===== src/rtl/udma_cs_pkg.sv =====
package udma_cs_pkg;

  typedef enum logic [1:0] {
    ST_IDLE   = 2'd0,
    ST_ACTIVE = 2'd1,
    ST_INTR   = 2'd2,
    ST_ERROR  = 2'd3
  } dma_stat_e;

  typedef enum logic [1:0] {
    ARM_OFF   = 2'd0,
    ARM_DIR   = 2'd1,
    ARM_READY = 2'd2,
    ARM_ON    = 2'd3
  } arm_e;

  localparam int OP_EN_BIT  = 0;
  localparam int OP_DIR_BIT = 1;

  localparam int REG_OP   = 0;
  localparam int REG_CFG  = 1;
  localparam int REG_STAT = 2;

  localparam int BIT_REQ    = 16;
  localparam int BIT_ERRINT = 17;
  localparam int BIT_BUSY   = 18;
  localparam int BIT_NDO    = 24;
  localparam int BIT_NDI    = 25;
  localparam int BIT_N4X    = 26;

  typedef struct packed {
    logic n4x;
    logic ndi;
    logic ndo;
    logic errint;
  } err_t;

endpackage


===== src/rtl/udma_arm_ctrl.sv =====
module udma_arm_ctrl
  import udma_cs_pkg::*;
(
  input  logic       clk,
  input  logic       rst,
  input  logic       op_wr,
  input  logic       op_rd,
  input  logic [1:0] op_bits,
  output logic       en_q,
  output logic       dir_q,
  output logic       seq_err_q,
  output logic       clr
);

  arm_e st_q;
  logic wr_en_bit;
  logic wr_dir_bit;

  assign wr_en_bit  = op_bits[OP_EN_BIT];
  assign wr_dir_bit = op_bits[OP_DIR_BIT];
  assign clr        = op_wr && (op_bits == 2'b00);

  always_ff @(posedge clk) begin
    if (rst) begin
      st_q      <= ARM_OFF;
      en_q      <= 1'b0;
      dir_q     <= 1'b0;
      seq_err_q <= 1'b0;
    end else if (op_wr) begin
      if (!wr_en_bit) begin
        en_q  <= 1'b0;
        dir_q <= wr_dir_bit;
        st_q  <= ARM_DIR;
        if (clr) seq_err_q <= 1'b0;
      end else if (st_q == ARM_READY && wr_dir_bit == dir_q) begin
        en_q <= 1'b1;
        st_q <= ARM_ON;
      end else begin
        seq_err_q <= 1'b1;
        if (st_q != ARM_ON) st_q <= ARM_OFF;
      end
    end else if (op_rd && st_q == ARM_DIR) begin
      st_q <= ARM_READY;
    end
  end

  assert_arm_gate_R2: assert property (@(posedge clk) disable iff (rst)
    $rose(en_q) |-> $past(st_q == ARM_READY));

  assert_seq_sticky_R3: assert property (@(posedge clk) disable iff (rst)
    (seq_err_q && !clr) |=> seq_err_q);

endmodule


===== src/rtl/udma_stat_dec.sv =====
module udma_stat_dec
  import udma_cs_pkg::*;
#(
  parameter int CNT_W = 16
) (
  input  logic             clk,
  input  logic             rst,
  input  logic             clr,
  input  logic             sm_req,
  input  logic             sm_errint,
  input  logic             sm_busy,
  input  logic             sm_ndo,
  input  logic             sm_ndi,
  input  logic             xfer_end,
  input  logic [CNT_W-1:0] xfer_words,
  input  logic             intrq,
  output err_t             err_q,
  output logic             req_q,
  output logic             busy_q,
  output dma_stat_e        code_q
);

  localparam int GRAN_BITS = 2;

  err_t      err_in;
  err_t      err_nxt;
  dma_stat_e code_d;

  always_comb begin
    err_in.errint = sm_errint;
    err_in.ndo    = sm_ndo;
    err_in.ndi    = sm_ndi;
    err_in.n4x    = xfer_end && (|xfer_words[GRAN_BITS-1:0]);
    err_nxt       = (clr ? err_t'('0) : err_q) | err_in;
  end

  always_comb begin
    if (|err_nxt)                code_d = ST_ERROR;
    else if (intrq)              code_d = ST_INTR;
    else if (sm_busy || sm_req)  code_d = ST_ACTIVE;
    else                         code_d = ST_IDLE;
  end

  always_ff @(posedge clk) begin
    if (rst) begin
      err_q  <= '0;
      req_q  <= 1'b0;
      busy_q <= 1'b0;
      code_q <= ST_IDLE;
    end else begin
      err_q  <= err_nxt;
      req_q  <= sm_req;
      busy_q <= sm_busy;
      code_q <= code_d;
    end
  end

  assert_err_sticky_R10: assert property (@(posedge clk) disable iff (rst)
    ((|err_q) && !clr) |=> (|err_q));

  assert_code_prio_R8: assert property (@(posedge clk) disable iff (rst)
    (code_q != ST_ERROR) |-> (err_q == '0));

endmodule


===== src/rtl/udma_ctl_stat.sv =====
module udma_ctl_stat
  import udma_cs_pkg::*;
#(
  parameter int DATA_W = 32,
  parameter int AW     = 4,
  parameter int CNT_W  = 16,
  parameter int NUM_CS = 2,
  parameter int MODE_W = 4,
  parameter int HOLD_W = 2
) (
  input  logic              clk,
  input  logic              rst,
  input  logic              bus_wr,
  input  logic              bus_rd,
  input  logic [AW-1:0]     bus_addr,
  input  logic [DATA_W-1:0] bus_wdata,
  output logic [DATA_W-1:0] bus_rdata,
  output logic              bus_rvalid,
  input  logic              sm_req,
  input  logic              sm_errint,
  input  logic              sm_busy,
  input  logic              sm_ndo,
  input  logic              sm_ndi,
  input  logic              xfer_end,
  input  logic [CNT_W-1:0]  xfer_words,
  input  logic              intrq,
  input  logic [NUM_CS-1:0] sm_cs_n,
  input  logic              sm_dior_n,
  input  logic              sm_diow_n,
  output logic [NUM_CS-1:0] ide_cs_n,
  output logic              ide_dior_n,
  output logic              ide_diow_n,
  output logic              dma_en,
  output logic              dma_dir,
  output logic              seq_err,
  output logic              cfg_if_en,
  output logic              cfg_pio,
  output logic              cfg_mdma,
  output logic              cfg_udma,
  output logic [MODE_W-1:0] cfg_mode,
  output logic [HOLD_W-1:0] cfg_hold,
  output logic [1:0]        stat_code
);

  localparam int SEL_W   = 4;
  localparam int MODE_LO = SEL_W;
  localparam int HOLD_LO = SEL_W + MODE_W;
  localparam int CFG_W   = SEL_W + MODE_W + HOLD_W;

  logic              op_wr, op_rd, cfg_wr, clr;
  logic [CFG_W-1:0]  cfg_q;
  logic [DATA_W-1:0] stat_word;
  logic [DATA_W-1:0] rd_mux;
  err_t              err_q;
  logic              req_q, busy_q;
  dma_stat_e         code_q;

  assign op_wr  = bus_wr && (bus_addr == AW'(REG_OP));
  assign op_rd  = bus_rd && (bus_addr == AW'(REG_OP));
  assign cfg_wr = bus_wr && (bus_addr == AW'(REG_CFG));

  udma_arm_ctrl u_arm (
    .clk       (clk),
    .rst       (rst),
    .op_wr     (op_wr),
    .op_rd     (op_rd),
    .op_bits   (bus_wdata[1:0]),
    .en_q      (dma_en),
    .dir_q     (dma_dir),
    .seq_err_q (seq_err),
    .clr       (clr)
  );

  udma_stat_dec #(.CNT_W(CNT_W)) u_stat (
    .clk        (clk),
    .rst        (rst),
    .clr        (clr),
    .sm_req     (sm_req),
    .sm_errint  (sm_errint),
    .sm_busy    (sm_busy),
    .sm_ndo     (sm_ndo),
    .sm_ndi     (sm_ndi),
    .xfer_end   (xfer_end),
    .xfer_words (xfer_words),
    .intrq      (intrq),
    .err_q      (err_q),
    .req_q      (req_q),
    .busy_q     (busy_q),
    .code_q     (code_q)
  );

  assign stat_code = code_q;

  always_ff @(posedge clk) begin
    if (rst)         cfg_q <= '0;
    else if (cfg_wr) cfg_q <= bus_wdata[CFG_W-1:0];
  end

  assign cfg_if_en = cfg_q[0];
  assign cfg_pio   = cfg_q[1];
  assign cfg_mdma  = cfg_q[2];
  assign cfg_udma  = cfg_q[3];
  assign cfg_mode  = cfg_q[MODE_LO +: MODE_W];
  assign cfg_hold  = cfg_q[HOLD_LO +: HOLD_W];

  always_comb begin
    stat_word             = '0;
    stat_word[BIT_REQ]    = req_q;
    stat_word[BIT_ERRINT] = err_q.errint;
    stat_word[BIT_BUSY]   = busy_q;
    stat_word[BIT_NDO]    = err_q.ndo;
    stat_word[BIT_NDI]    = err_q.ndi;
    stat_word[BIT_N4X]    = err_q.n4x;
  end

  always_comb begin
    rd_mux = '0;
    case (bus_addr)
      AW'(REG_OP):   rd_mux[1:0] = {dma_dir, dma_en};
      AW'(REG_CFG):  rd_mux[CFG_W-1:0] = cfg_q;
      AW'(REG_STAT): rd_mux = stat_word;
      default:       rd_mux = '0;
    endcase
  end

  always_ff @(posedge clk) begin
    if (rst) begin
      bus_rdata  <= '0;
      bus_rvalid <= 1'b0;
    end else begin
      bus_rvalid <= bus_rd;
      if (bus_rd) bus_rdata <= rd_mux;
    end
  end

  genvar gi;
  generate
    for (gi = 0; gi < NUM_CS; gi++) begin : g_cs
      always_ff @(posedge clk) begin
        if (rst) ide_cs_n[gi] <= 1'b1;
        else     ide_cs_n[gi] <= dma_en ? sm_cs_n[gi] : 1'b1;
      end
    end
  endgenerate

  always_ff @(posedge clk) begin
    if (rst) begin
      ide_dior_n <= 1'b1;
      ide_diow_n <= 1'b1;
    end else begin
      ide_dior_n <= dma_en ? sm_dior_n : 1'b1;
      ide_diow_n <= dma_en ? sm_diow_n : 1'b1;
    end
  end

  assert_strobe_park_R4: assert property (@(posedge clk) disable iff (rst)
    !dma_en |=> ((&ide_cs_n) && ide_dior_n && ide_diow_n));

endmodule


===== config.mk =====
export PLATFORM = sky130hd
export DESIGN_NAME = udma_ctl_stat
export DESIGN_NICKNAME = d
export VERILOG_FILES = /design/src/rtl/udma_cs_pkg.sv /design/src/rtl/udma_arm_ctrl.sv /design/src/rtl/udma_stat_dec.sv /design/src/rtl/udma_ctl_stat.sv
export SDC_FILE = /design/constraint.sdc
export NUM_CORES = 1
export LEC_CHECK = 0
export BUFFER_PORTS_ARGS = -buffer_cell sky130_fd_sc_hd__buf_4
export CORE_MARGIN = 2
export CORE_UTILIZATION = 40
export DETAILED_ROUTE_END_ITERATION = 7
export PLACE_DENSITY = 0.86
export SYNTH_ARGS = -nofsm -noshare
export SYNTH_HDL_FRONTEND = slang
export SYNTH_SLANG_ARGS = --single-unit

===== constraint.sdc =====
create_clock -name clk -period 1.8 [get_ports clk]
set_clock_uncertainty 0.1 [all_clocks]
set_input_delay 0.18 -clock clk [delete_from_list [all_inputs] [get_ports clk]]
set_output_delay 0.18 -clock clk [all_outputs]
set_load 0.02 [all_outputs]

==> reports/metrics.yaml, run 1 <==
hold_start: "sm_ndo"
post_cts_buffers: 0
dpl_worst_slack_ns: 0.139
p_leak_nw: 1.02
first_pass_iters: 4
r2r_end: "u_arm.seq_err_q"
drv_cap: 0
cp_num_buf_inv: 0
nFillCells: 393
synth_edf_count: 0
p_int_mw: 1.50
ys_async_sr_fraction: 0
hold_viol: 0
finalInstanceArea_sq_mm: 0.00248
path_depth: 3
cts_max_level: 2
start_kind: "flip-flop"
path_class: "flip-flop to flip-flop"
outcome: "complete, no violations"
cts-root-buf: "clkbuf_8"
min_period_ns: 1.43
grt_pass1_vias: 1551
hp-class: "input pin to flip-flop"
grt_max_degree: 44
ctsHoldBuffers: 6
cts_tree: "done"
rows: 24
clk_path_buf_depth: 2
portBuffers: 66
gp_congestion: 0.773
r2r_slack_ns: 0.37
postCtsResizedCells: 0
path_cells: "xnor2_1 -> a211o_1 -> a2111oi_2"
nets: 344
first_iter_violations: 154
coreArea_sq_mm: 0.00435
setup_violations: 0
combPwrFrac: 0.112
switching_share: 0.244
die_area_sq_mm: 0.00508
clock_latency_ns: 0.30
num_vias: 1703
p_per_area_mw_per_mm2: 801
antenna_cells: 0
slew_viol_final: 0
synth_seq_area_share: 0.487
ant_nets: 0
area_growth_pct: 37.1
drive_gt1_frac: 0.299
period_share: 0.793
initial_utilization: 0.416
die_x_microns: 71.3
die_y_microns: 71.3
antenna_found_initial: 0
p_clk_frac: 0.384
grt_use_total: 0.174
p_switching_mw: 0.486
cp-endpoint: "u_arm.seq_err_q"
timing.fmax_mhz: 701
crit_path_end_kind: "flip-flop"
syn_avg_cell_area_sq_um: 8.66
clkSinkCount: 44
cp.required_ns: 1.90
regArea_sq_um: 881
rr_worst_depth: 3
dp_hpwl_mm: 3.10
critical-path-max-stage-delay_ns: 0.41
tns_ns: 0
viasPerCell: 5.16
cts_buffers: 5
dpl_cell_area_sq_mm: 0.00231
clk_pin_slew_worst_paths_ns: 0.08
crit_arrival_ns: 1.53
crit_family: "compound AO/OA/AOI/OAI gates"
multi_input_area_sq_um: 785
drc: 0
synth_seq_cells: 44
grt-ovfl-total: 0
timing.rr.start: "u_arm.dir_q"
ys.flop_type: "dfxtp_1"
routedWlPerCell_microns: 13.4
syn-cell-area_sq_mm: 0.00181
ioPinCount: 119
seq_power_share: 0.504
finalWirelength_mm: 4.42
synth_cell_type_count: 34
grt_pass1_wl_mm: 6.98
fin_cells: 330
yosysWarnings: 0
crit_path_max_fanout: 4
synth_cells: 209
crit_start: "u_arm.dir_q"
dp_cells: 316
ir_drop_mv: 0.482
cpMaxStageDelayCell: "dfxtp_1"
setup_ws_ns: 0.373
rsz0062_at_grt: "false"
worst min-delay path by stage:
stage	to	cells after the start	slack (ns)
6_report	u_stat.err_q[1]	3	0.03
5_1_grt	cfg_q[3]	3	0.02
4_1_cts	cfg_q[2]	3	0.02
3_5_place_dp	ide_dior_n	2	0.27
3_3_place_gp	ide_diow_n	2	0.27
2_1_floorplan	ide_cs_n[0]	1	0.18
routing by layer:
| metal | vias to the layer above | share of wire | GRT usage | wire [microns] |
|---|---|---|---|---|
| li1 | 844 | - | - | - |
| met1 | 777 | 0.39 | 0.204 | 1730 |
| met2 | 75 | 0.52 | 0.306 | 2320 |
| met3 | 7 | 0.073 | 0.0492 | 324 |
| met4 | 0 | 0.010 | 0.0566 | 44 |
| met5 | - | 0 | 0 | 0 |
placed cells by master, fill, tap and decap left out, types with 2 or more instances in the layout:
cell type and n:
nor2b_1 4, nand3_1 18, inv_1 7, dlygate4sd3_1 6, a221oi_1 3, buf_4 70
a32oi_1 7, nand2b_1 6, a21oi_1 23, a31oi_1 2, conb_1 16, clkbuf_8 5
dfxtp_1 44, nor3_1 4, o21ai_0 18, nor2_1 12, or4_1 2, nand2_1 10
registers in the layout, indices dropped and copies added, names as in the netlist:
register         count
u_stat.busy_q        1
u_stat.err_q         4
ide_cs_n             2
u_arm.en_q           1
bus_rdata           16
cfg_q               10
ide_dior_n           1
u_arm.dir_q          1
u_arm.seq_err_q      1
bus_rvalid           1
u_stat.code_q        2
u_arm.st_q           2
u_stat.req_q         1
ide_diow_n           1
cells by family (layout without fill, tap and decap cells):
family | count (synthesis) | in the layout | synth area share
AOI/OAI and AO/OA | 60 | 60 | 0.205
xor gates and xnor gates | 1 | 1 | 0.00484
buffers and inverters | 39 | 93 | 0.114
DFF | 44 | 44 | 0.487
other | 1 | 16 | 0.00207
and+or+nand+nor | 64 | 64 | 0.187
cell usage after synthesis, types with 2 or more instances:
cell | instances | area [sq um]
nand2b_1 | 6 | 37.5
clkbuf_1 | 15 | 56.3
a21oi_1 | 23 | 115
dfxtp_1 | 44 | 881
or4_1 | 2 | 15.0
nand2_1 | 10 | 37.5
inv_1 | 7 | 26.3
a32oi_1 | 7 | 61.3
nand3_1 | 18 | 90.1
nor3_1 | 4 | 20.0
nor2_1 | 12 | 45.0
buf_4 | 16 | 120
nor2b_1 | 4 | 25.0
a221oi_1 | 3 | 26.3
o21ai_0 | 18 | 90.1
a31oi_1 | 2 | 12.5
tightest hold or removal path, cell delays in order:
cell     delay (ns)
buf_4          0.08
inv_1          0.04
a21oi_1        0.10
power groups by stage:
stage | logic, mW | registers [mW] | clock network [mW]
floorplan | 0.130 | 1.03 | 0
global placement | 0.207 | 1.02 | 0
detailed placement | 0.211 | 1.02 | 0
CTS | 0.222 | 1.00 | 0.784
global route | 0.238 | 1.00 | 0.829
finish | 0.222 | 1.00 | 0.764
cell type report:
class / instances / share of cell area
sequential: 44 / 0.355
multi-input combinational: 141 / 0.316
timing repair buffer: 77 / 0.244
clock buffer: 5 / 0.0277
tap: 52 / 0.0262
clock inverter: 3 / 0.0187
inverter: 8 / 0.0121
through the flow:
step                      total power [mW]   util  hold slack, ns
final                                 1.99  0.570          0.0339
after floorplan                       1.16      -           0.181
after CTS                             2.01  0.570          0.0230
after global routing                  2.07  0.570          0.0187
after detailed placement              1.24  0.530           0.270
after global placement                1.23  0.530           0.267
No activity file was read; power rests on OpenSTA's default activity.
==> run 2: changes to the inputs <==
--- a/config.mk
+++ b/config.mk
@@ -7,9 +7,9 @@
 export LEC_CHECK = 0
 export BUFFER_PORTS_ARGS = -buffer_cell sky130_fd_sc_hd__buf_4
 export CORE_MARGIN = 2
-export CORE_UTILIZATION = 40
+export CORE_UTILIZATION = 37
 export DETAILED_ROUTE_END_ITERATION = 7
-export PLACE_DENSITY = 0.86
+export PLACE_DENSITY = 0.84
 export SYNTH_ARGS = -nofsm -noshare
 export SYNTH_HDL_FRONTEND = slang
 export SYNTH_SLANG_ARGS = --single-unit
==> constraint.sdc (replaced) <==
create_clock -name clk -period 1.15 [get_ports clk]
set_clock_uncertainty 0.1 [all_clocks]
set_input_delay 0.115 -clock clk [delete_from_list [all_inputs] [get_ports clk]]
set_output_delay 0.115 -clock clk [all_outputs]
set_load 0.02 [all_outputs]
==> run 2 against run 1 <==
Net effect:
- the run now ends with negative setup slack left
- die area rose by 7.6%
- register-to-register slack got worse by 0.48 ns
- worst hold slack got worse by 0.0099 ns
- power rose by 51%
- worst setup slack got worse by 0.50 ns
- final area rose by 17%
- routed wire length rose by 15%
- sequential power rose by 57%
- first-iteration DRC count fell by 40%
- utilization rose by 4.4 points
- non-clock buffer count rose by 35
- largest power group unchanged
==> reports/metrics.yaml, run 2 (synthesized netlist as in run 1, its figures left out) <==
dpl_worst_slack_ns: -0.420  # -0.559 ns
clkSinkCount: 44  # unchanged
drive_gt1_frac: 0.379  # +0.0804
cp.required_ns: 1.24  # -0.66 ns
p_clk_frac: 0.320  # -0.064
layout_commonest_cell: "buf_4"
setup_ws_ns: -0.129  # -0.502 ns
drc: 0  # unchanged
viasPerCell: 4.94  # -4.2%
rsz0062_at_grt: "true"
finalWirelength_mm: 5.10  # +15%
fin_cells: 381  # +15%
violations: "negative setup slack"
p_switching_mw: 0.734  # +51%
grt_use_total: 0.181  # +0.00762
die_x_microns: 73.9  # +3.7%
grt-ovfl-total: 0  # unchanged
dp_cells: 353  # +12%
die_area_sq_mm: 0.00546  # +7.6%
hp-class: "input pin to flip-flop"
p_leak_nw: 1.21  # +19%
ioPinCount: 119  # unchanged
reg.largest.list: "bus_rdata (16), cfg_q (10), u_stat.err_q (4)"
crit_start: "bus_addr[1]"
num_vias: 1883  # +11%
path_class: "input pin to flip-flop"
slew_viol_final: 0  # unchanged
hold_start: "bus_wdata[1]"
cts_tree: "done"
initial_utilization: 0.383  # -0.0325
start_kind: "input pin"
grt_max_degree: 37  # -16%
p_per_area_mw_per_mm2: 1040  # +29%
clk_pin_slew_worst_paths_ns: 0.07  # about the same
clk_path_buf_depth: 2  # unchanged
grt_pass1_wl_mm: 7.62  # +9.1%
hold_viol: 0  # unchanged
clock_latency_ns: 0.29  # about the same
switching_share: 0.244  # -0.000310
crit_arrival_ns: 1.37  # -0.16 ns
timing.rr.start: "u_stat.err_q[2]"
first_pass_iters: 4  # unchanged
rows: 25  # +4.2%
area_growth_pct: 60.3
grt_pass1_vias: 1707  # +10%
cts_buffers: 5  # unchanged
first_iter_violations: 92  # -40%
portBuffers: 66  # unchanged
combPwrFrac: 0.159  # +0.047
min_period_ns: 1.28
cpMaxStageDelayCell: "or4_4"
gp_congestion: 0.825  # +6.7%
ir_drop_mv: 0.554  # +15%
crit_family: "compound AO/OA/AOI/OAI gates"
p_int_mw: 2.27  # +51%
coreArea_sq_mm: 0.00472  # +8.5%
period_share: 1.11
crit_path_end_kind: "flip-flop"
dp_hpwl_mm: 3.47  # +12%
path_cells: "buf_6 -> or4_4 -> a211o_1 -> a2111oi_2"
antenna_cells: 0  # unchanged
setup_violations: 7  # +7
nets: 380  # +10%
cts-root-buf: "clkbuf_8"
layout_common_cells: "89 x buf_4, 43 x dfxtp_1, 23 x a21oi_1"
largest_reg_flops: 16  # unchanged
hold_slack_ns: 0.0240  # -0.00994 ns
routedWlPerCell_microns: 13.4  # about the same
finalInstanceArea_sq_mm: 0.00290  # +17%
critical-path-max-stage-delay_ns: 0.57  # +0.16 ns
largest-register: "bus_rdata"
drv_cap: 0  # unchanged
seq_power_share: 0.521  # +0.017
finalPower_mw: 3.01  # +51%
crit_path_max_fanout: 3  # -1
cts_max_level: 2  # unchanged
antenna_found_initial: 0  # unchanged
dpl_cell_area_sq_mm: 0.00251  # +8.8%
ant_nets: 0  # unchanged
timing.fmax_mhz: 782
outcome: "finished, violations left"
die_y_microns: 73.9  # +3.7%
cp_num_buf_inv: 1  # +1
## run 2: cell count changes in the layout (fill, tap and decap cells not counted), moves of 2 or more
cell           before  now
buf_4              70   89
buf_6               0    3
clkbuf_1            0    2
dlygate4sd3_1       6   17
o21ai_0            18    3
o21ai_1             0   13
or4_1               2    0
or4_4               0    2
or4b_4              0    2
## run 2: final timing paths
path                                         end  slack [ns]  depth (start not counted)
worst max-delay path             u_arm.seq_err_q       -0.13                          4
worst max register to register  u_stat.code_q[1]       -0.11                          3
worst min-delay path                    cfg_q[1]        0.02                          3
worst min register to register      bus_rdata[5]        0.37                          2
## run 2: timing repair
action / in CTS / in global routing
gates cloned: 0 / 2
pin swaps: 4 / 5
setup endpoints to repair: 6 / 13
hold buffers: 17 / 0
buffers inserted: 0 / 1
hold endpoints to repair: 17 / 0
resized for setup: 6 / 16
## run 2: worst reg2reg max path, cell delays in order (launching register included)
cell and delay [ns]:
dfxtp_1 0.31, or4_4 0.54, o21ai_4 0.08, a31oi_1 0.10
## run 2: area by class of cell
| class | count | area [sq um] |
|---|---|---|
| well taps | 67 | 83.8 |
| multi-input cells | 142 | 882 |
| repair buffers | 112 | 932 |
| inverters | 8 | 30.0 |
| fillers | 403 | 1820 |
| flip-flops and latches | 44 | 882 |
| clock buffers | 8 | 90.1 |
## run 2: layer usage
layer  part of all wire  track usage
met4              0.015       0.0667
met5                  0            0
met1               0.43        0.215
met3              0.054       0.0521
met2               0.50        0.312
## run 2: metrics by stage
step | TNS (ns) | utilization
finish | -0.505 | 0.614
global route | -0.714 | 0.614
CTS | -0.334 | 0.591
detailed placement | -8.11 | 0.531
global placement | -7.36 | 0.531
floorplan | -1.61 | -
## run 2: power groups by stage
| stage | Sequential (mW) | Clock [mW] | Combinational, mW |
|---|---|---|---|
| after floorplan | 1.62 | 0 | 0.213 |
| after global placement | 1.60 | 0 | 0.385 |
| after detailed placement | 1.60 | 0 | 0.392 |
| after CTS | 1.57 | 0.985 | 0.446 |
| after global routing | 1.57 | 1.04 | 0.512 |
| final | 1.57 | 0.962 | 0.478 |
==> run 3: changes to the inputs <==
--- a/config.mk
+++ b/config.mk
@@ -5,11 +5,12 @@
 export SDC_FILE = /design/constraint.sdc
 export NUM_CORES = 1
 export LEC_CHECK = 0
+export ABC_AREA = 1
 export BUFFER_PORTS_ARGS = -buffer_cell sky130_fd_sc_hd__buf_4
 export CORE_MARGIN = 2
-export CORE_UTILIZATION = 37
+export CORE_UTILIZATION = 38
 export DETAILED_ROUTE_END_ITERATION = 7
-export PLACE_DENSITY = 0.84
+export PLACE_DENSITY = 0.85
 export SYNTH_ARGS = -nofsm -noshare
 export SYNTH_HDL_FRONTEND = slang
 export SYNTH_SLANG_ARGS = --single-unit
==> run 3 against run 2 <==
Net effect:
- the flow now finishes without violations
- sequential power barely moved
- global-route usage decreased by 1.4 points
- utilization fell by 4.2 points
- sequential share of layout area grew 2.2 points
- power rose by 2.8%
- count of clock-buffer cells in the layout down 1
- maximum frequency up 14%
- worst setup slack better by 0.16 ns
- register-to-register slack improved by 0.20 ns
- via count fell by 7.6%
- critical endpoint is now dma_dir
==> reports/metrics.yaml, run 3 <==
outcome: "complete, no violations"
antenna_cells: 0  # unchanged
portBuffers: 66  # unchanged
dp_cells: 377  # +6.8%
start_kind: "flip-flop"
yosysTopAreaCell: "dfxtp_1"
hold_slack_ns: 0.000854  # -0.0231 ns
grt-ovfl-total: 0  # unchanged
synth_cells: 234  # +12%
ioPinCount: 119  # unchanged
yosys-top-cells-area: "dfxtp_1 47%, nand2_1 9.7%, a21oi_1 9.2%"
first_iter_violations: 54  # -41%
coreArea_sq_mm: 0.00472  # unchanged
p_per_area_mw_per_mm2: 1140  # +10%
p_switching_mw: 0.799  # +8.9%
reg.largest.list: "bus_rdata (16), cfg_q (10), u_stat.err_q (4)"
clk_pin_slew_worst_paths_ns: 0.08  # about the same
critical-path-max-stage-delay_ns: 0.34  # -0.23 ns
grt_use_total: 0.167  # -0.0140
cts_max_level: 2  # unchanged
cpMaxStageDelayCell: "dfxtp_2"
die_x_microns: 73.9  # about the same
min_period_ns: 1.12  # -0.157 ns
finalInstanceArea_sq_mm: 0.00270  # -6.8%
antenna_found_initial: 0  # unchanged
ys_async_sr_fraction: 0  # unchanged
hold_viol: 0  # unchanged
crit_arrival_ns: 0.91  # -0.46 ns
viasPerCell: 4.38  # -11%
switching_share: 0.259  # +0.0145
ant_nets: 0  # unchanged
initial_utilization: 0.393  # +0.00980
synth_seq_area_share: 0.475  # -0.0121
nFillCells: 452  # +12%
yosysWarnings: 0  # unchanged
largest-register: "bus_rdata"
synth_commonest_cells: "48 x nand2_1, 44 x dfxtp_1, 34 x a21oi_1"
cts_tree: "done"
dp_hpwl_mm: 3.44  # -0.70%
gp_congestion: 0.836  # +1.4%
grt_max_degree: 16  # -57%
slew_viol_final: 0  # unchanged
combPwrFrac: 0.160  # about the same
layout_common_cells: "88 x buf_4, 48 x nand2_1, 43 x dfxtp_1"
clock_latency_ns: 0.30  # about the same
syn_avg_cell_area_sq_um: 7.93  # -8.4%
nets: 396  # +4.2%
synth_seq_cells: 44  # unchanged
rows: 25  # unchanged
drv_cap: 0  # unchanged
cp_num_buf_inv: 2  # +1
drc: 0  # unchanged
synth_edf_count: 0  # unchanged
min_path_cells: 2  # -1
first_pass_iters: 4  # unchanged
crit_path_max_fanout: 2  # -1
ys.flop_type: "dfxtp_1"
grt_pass1_vias: 1598  # -6.4%
cts_buffers: 5  # unchanged
dpl_cell_area_sq_mm: 0.00248  # -1.2%
finalWirelength_mm: 4.46  # -13%
rr_worst_depth: 5  # +2
path_cells: "buf_4 -> buf_4"
p_clk_frac: 0.321  # about the same
routedWlPerCell_microns: 11.2  # -16%
area_growth_pct: 45.7
seq_power_share: 0.519  # -0.002
die_area_sq_mm: 0.00546  # -0.12%
layout_commonest_cell: "buf_4"
drive_gt1_frac: 0.348  # -0.0305
syn-cell-area_sq_mm: 0.00186  # +2.6%
path_depth: 2  # -2
largest_reg_flops: 16  # unchanged
setup_violations: 0  # -7
timing.fmax_mhz: 891  # +14%
ir_drop_mv: 0.605  # +9.1%
synth_top_area_frac: 0.475  # -0.0121
post_cts_buffers: 0  # unchanged
synth_cell_type_count: 21  # -38%
cts-root-buf: "clkbuf_8"
die_y_microns: 73.9  # about the same
path_class: "flip-flop to output port"
finalPower_mw: 3.09  # +2.8%
num_vias: 1740  # -7.6%
hp-class: "input pin to flip-flop"
crit_family: "flip-flops"
grt_pass1_wl_mm: 7.01  # -8.0%
p_int_mw: 2.29  # +0.81%
cp.required_ns: 0.94  # -0.30 ns
fin_cells: 397  # +4.2%
crit_path_end_kind: "output port"
crit_top_cell: "buf_4"
period_share: 0.976  # -0.136
finish.utilization: 0.572  # -0.0419
clkSinkCount: 44  # unchanged
synth.most_common_cell: "nand2_1"
clk_path_buf_depth: 2  # unchanged
p_leak_nw: 1.24  # +2.7%
run 3: cell count changes after synthesis, sizes merged, moves of 4 or more:
cell    delta
nand2     +43
inv       +17
clkbuf     -8
a32oi      -7
a21oi     +11
buf        +4
nand2b     -6
o211ai     +4
nor2b      -4
run 3: cells by family after synthesis:
group	count (synthesis)	synth area share
simple gates	81	0.206
compound gates	56	0.167
buf+inv	51	0.145
flops	44	0.475
xor+xnor	1	0.00472
other cells	1	0.00202
run 3: final timing paths:
kind | from | end | slack, ns
worst max register to register | u_arm.dir_q | u_arm.st_q[0] | 0.09
worst min register to register | u_stat.busy_q | bus_rdata[18] | 0.34
worst min-delay path | bus_rd | bus_rdata[6] | 0.0009
worst max-delay path | u_arm.dir_q | dma_dir | 0.03
run 3: cell type report:
type                       instances  area, sq um  area share
clock buffer                       7         86.3      0.0319
sequential                        44          882       0.326
tap                               67         83.8      0.0310
timing repair buffer             100          781       0.289
multi-input combinational        154          772       0.286
inverter                          24         90.1      0.0333
clock inverter                     1         7.51     0.00278
run 3: timing repair:
action | 4_1_cts | 5_1_grt
hold endpoints to repair | 11 | 1
endpoints found under the setup margin | 0 | 4
resized for setup | 0 | 4
hold buffers | 11 | 1
run 3: power by group through the flow:
stage | Combinational [mW] | Clock, mW | Sequential [mW]
final | 0.494 | 0.992 | 1.60
after global routing | 0.541 | 1.07 | 1.61
after CTS | 0.489 | 1.00 | 1.60
after global placement | 0.448 | 0 | 1.64
after detailed placement | 0.457 | 0 | 1.64
after floorplan | 0.234 | 0 | 1.68
run 3: stage by stage:
stage               setup TNS (ns)  setup slack (ns)
global route              -0.00354          -0.00354
CTS                              0            0.0354
detailed placement           -1.84            -0.157
finish                           0            0.0280
global placement             -1.43            -0.113
floorplan                        0            0.0177
run 3: layer usage:
layer	GRT usage	wire [microns]
met2	0.305	2320
met3	0.0466	209
met4	0.0364	38
met5	0	0
met1	0.194	1890
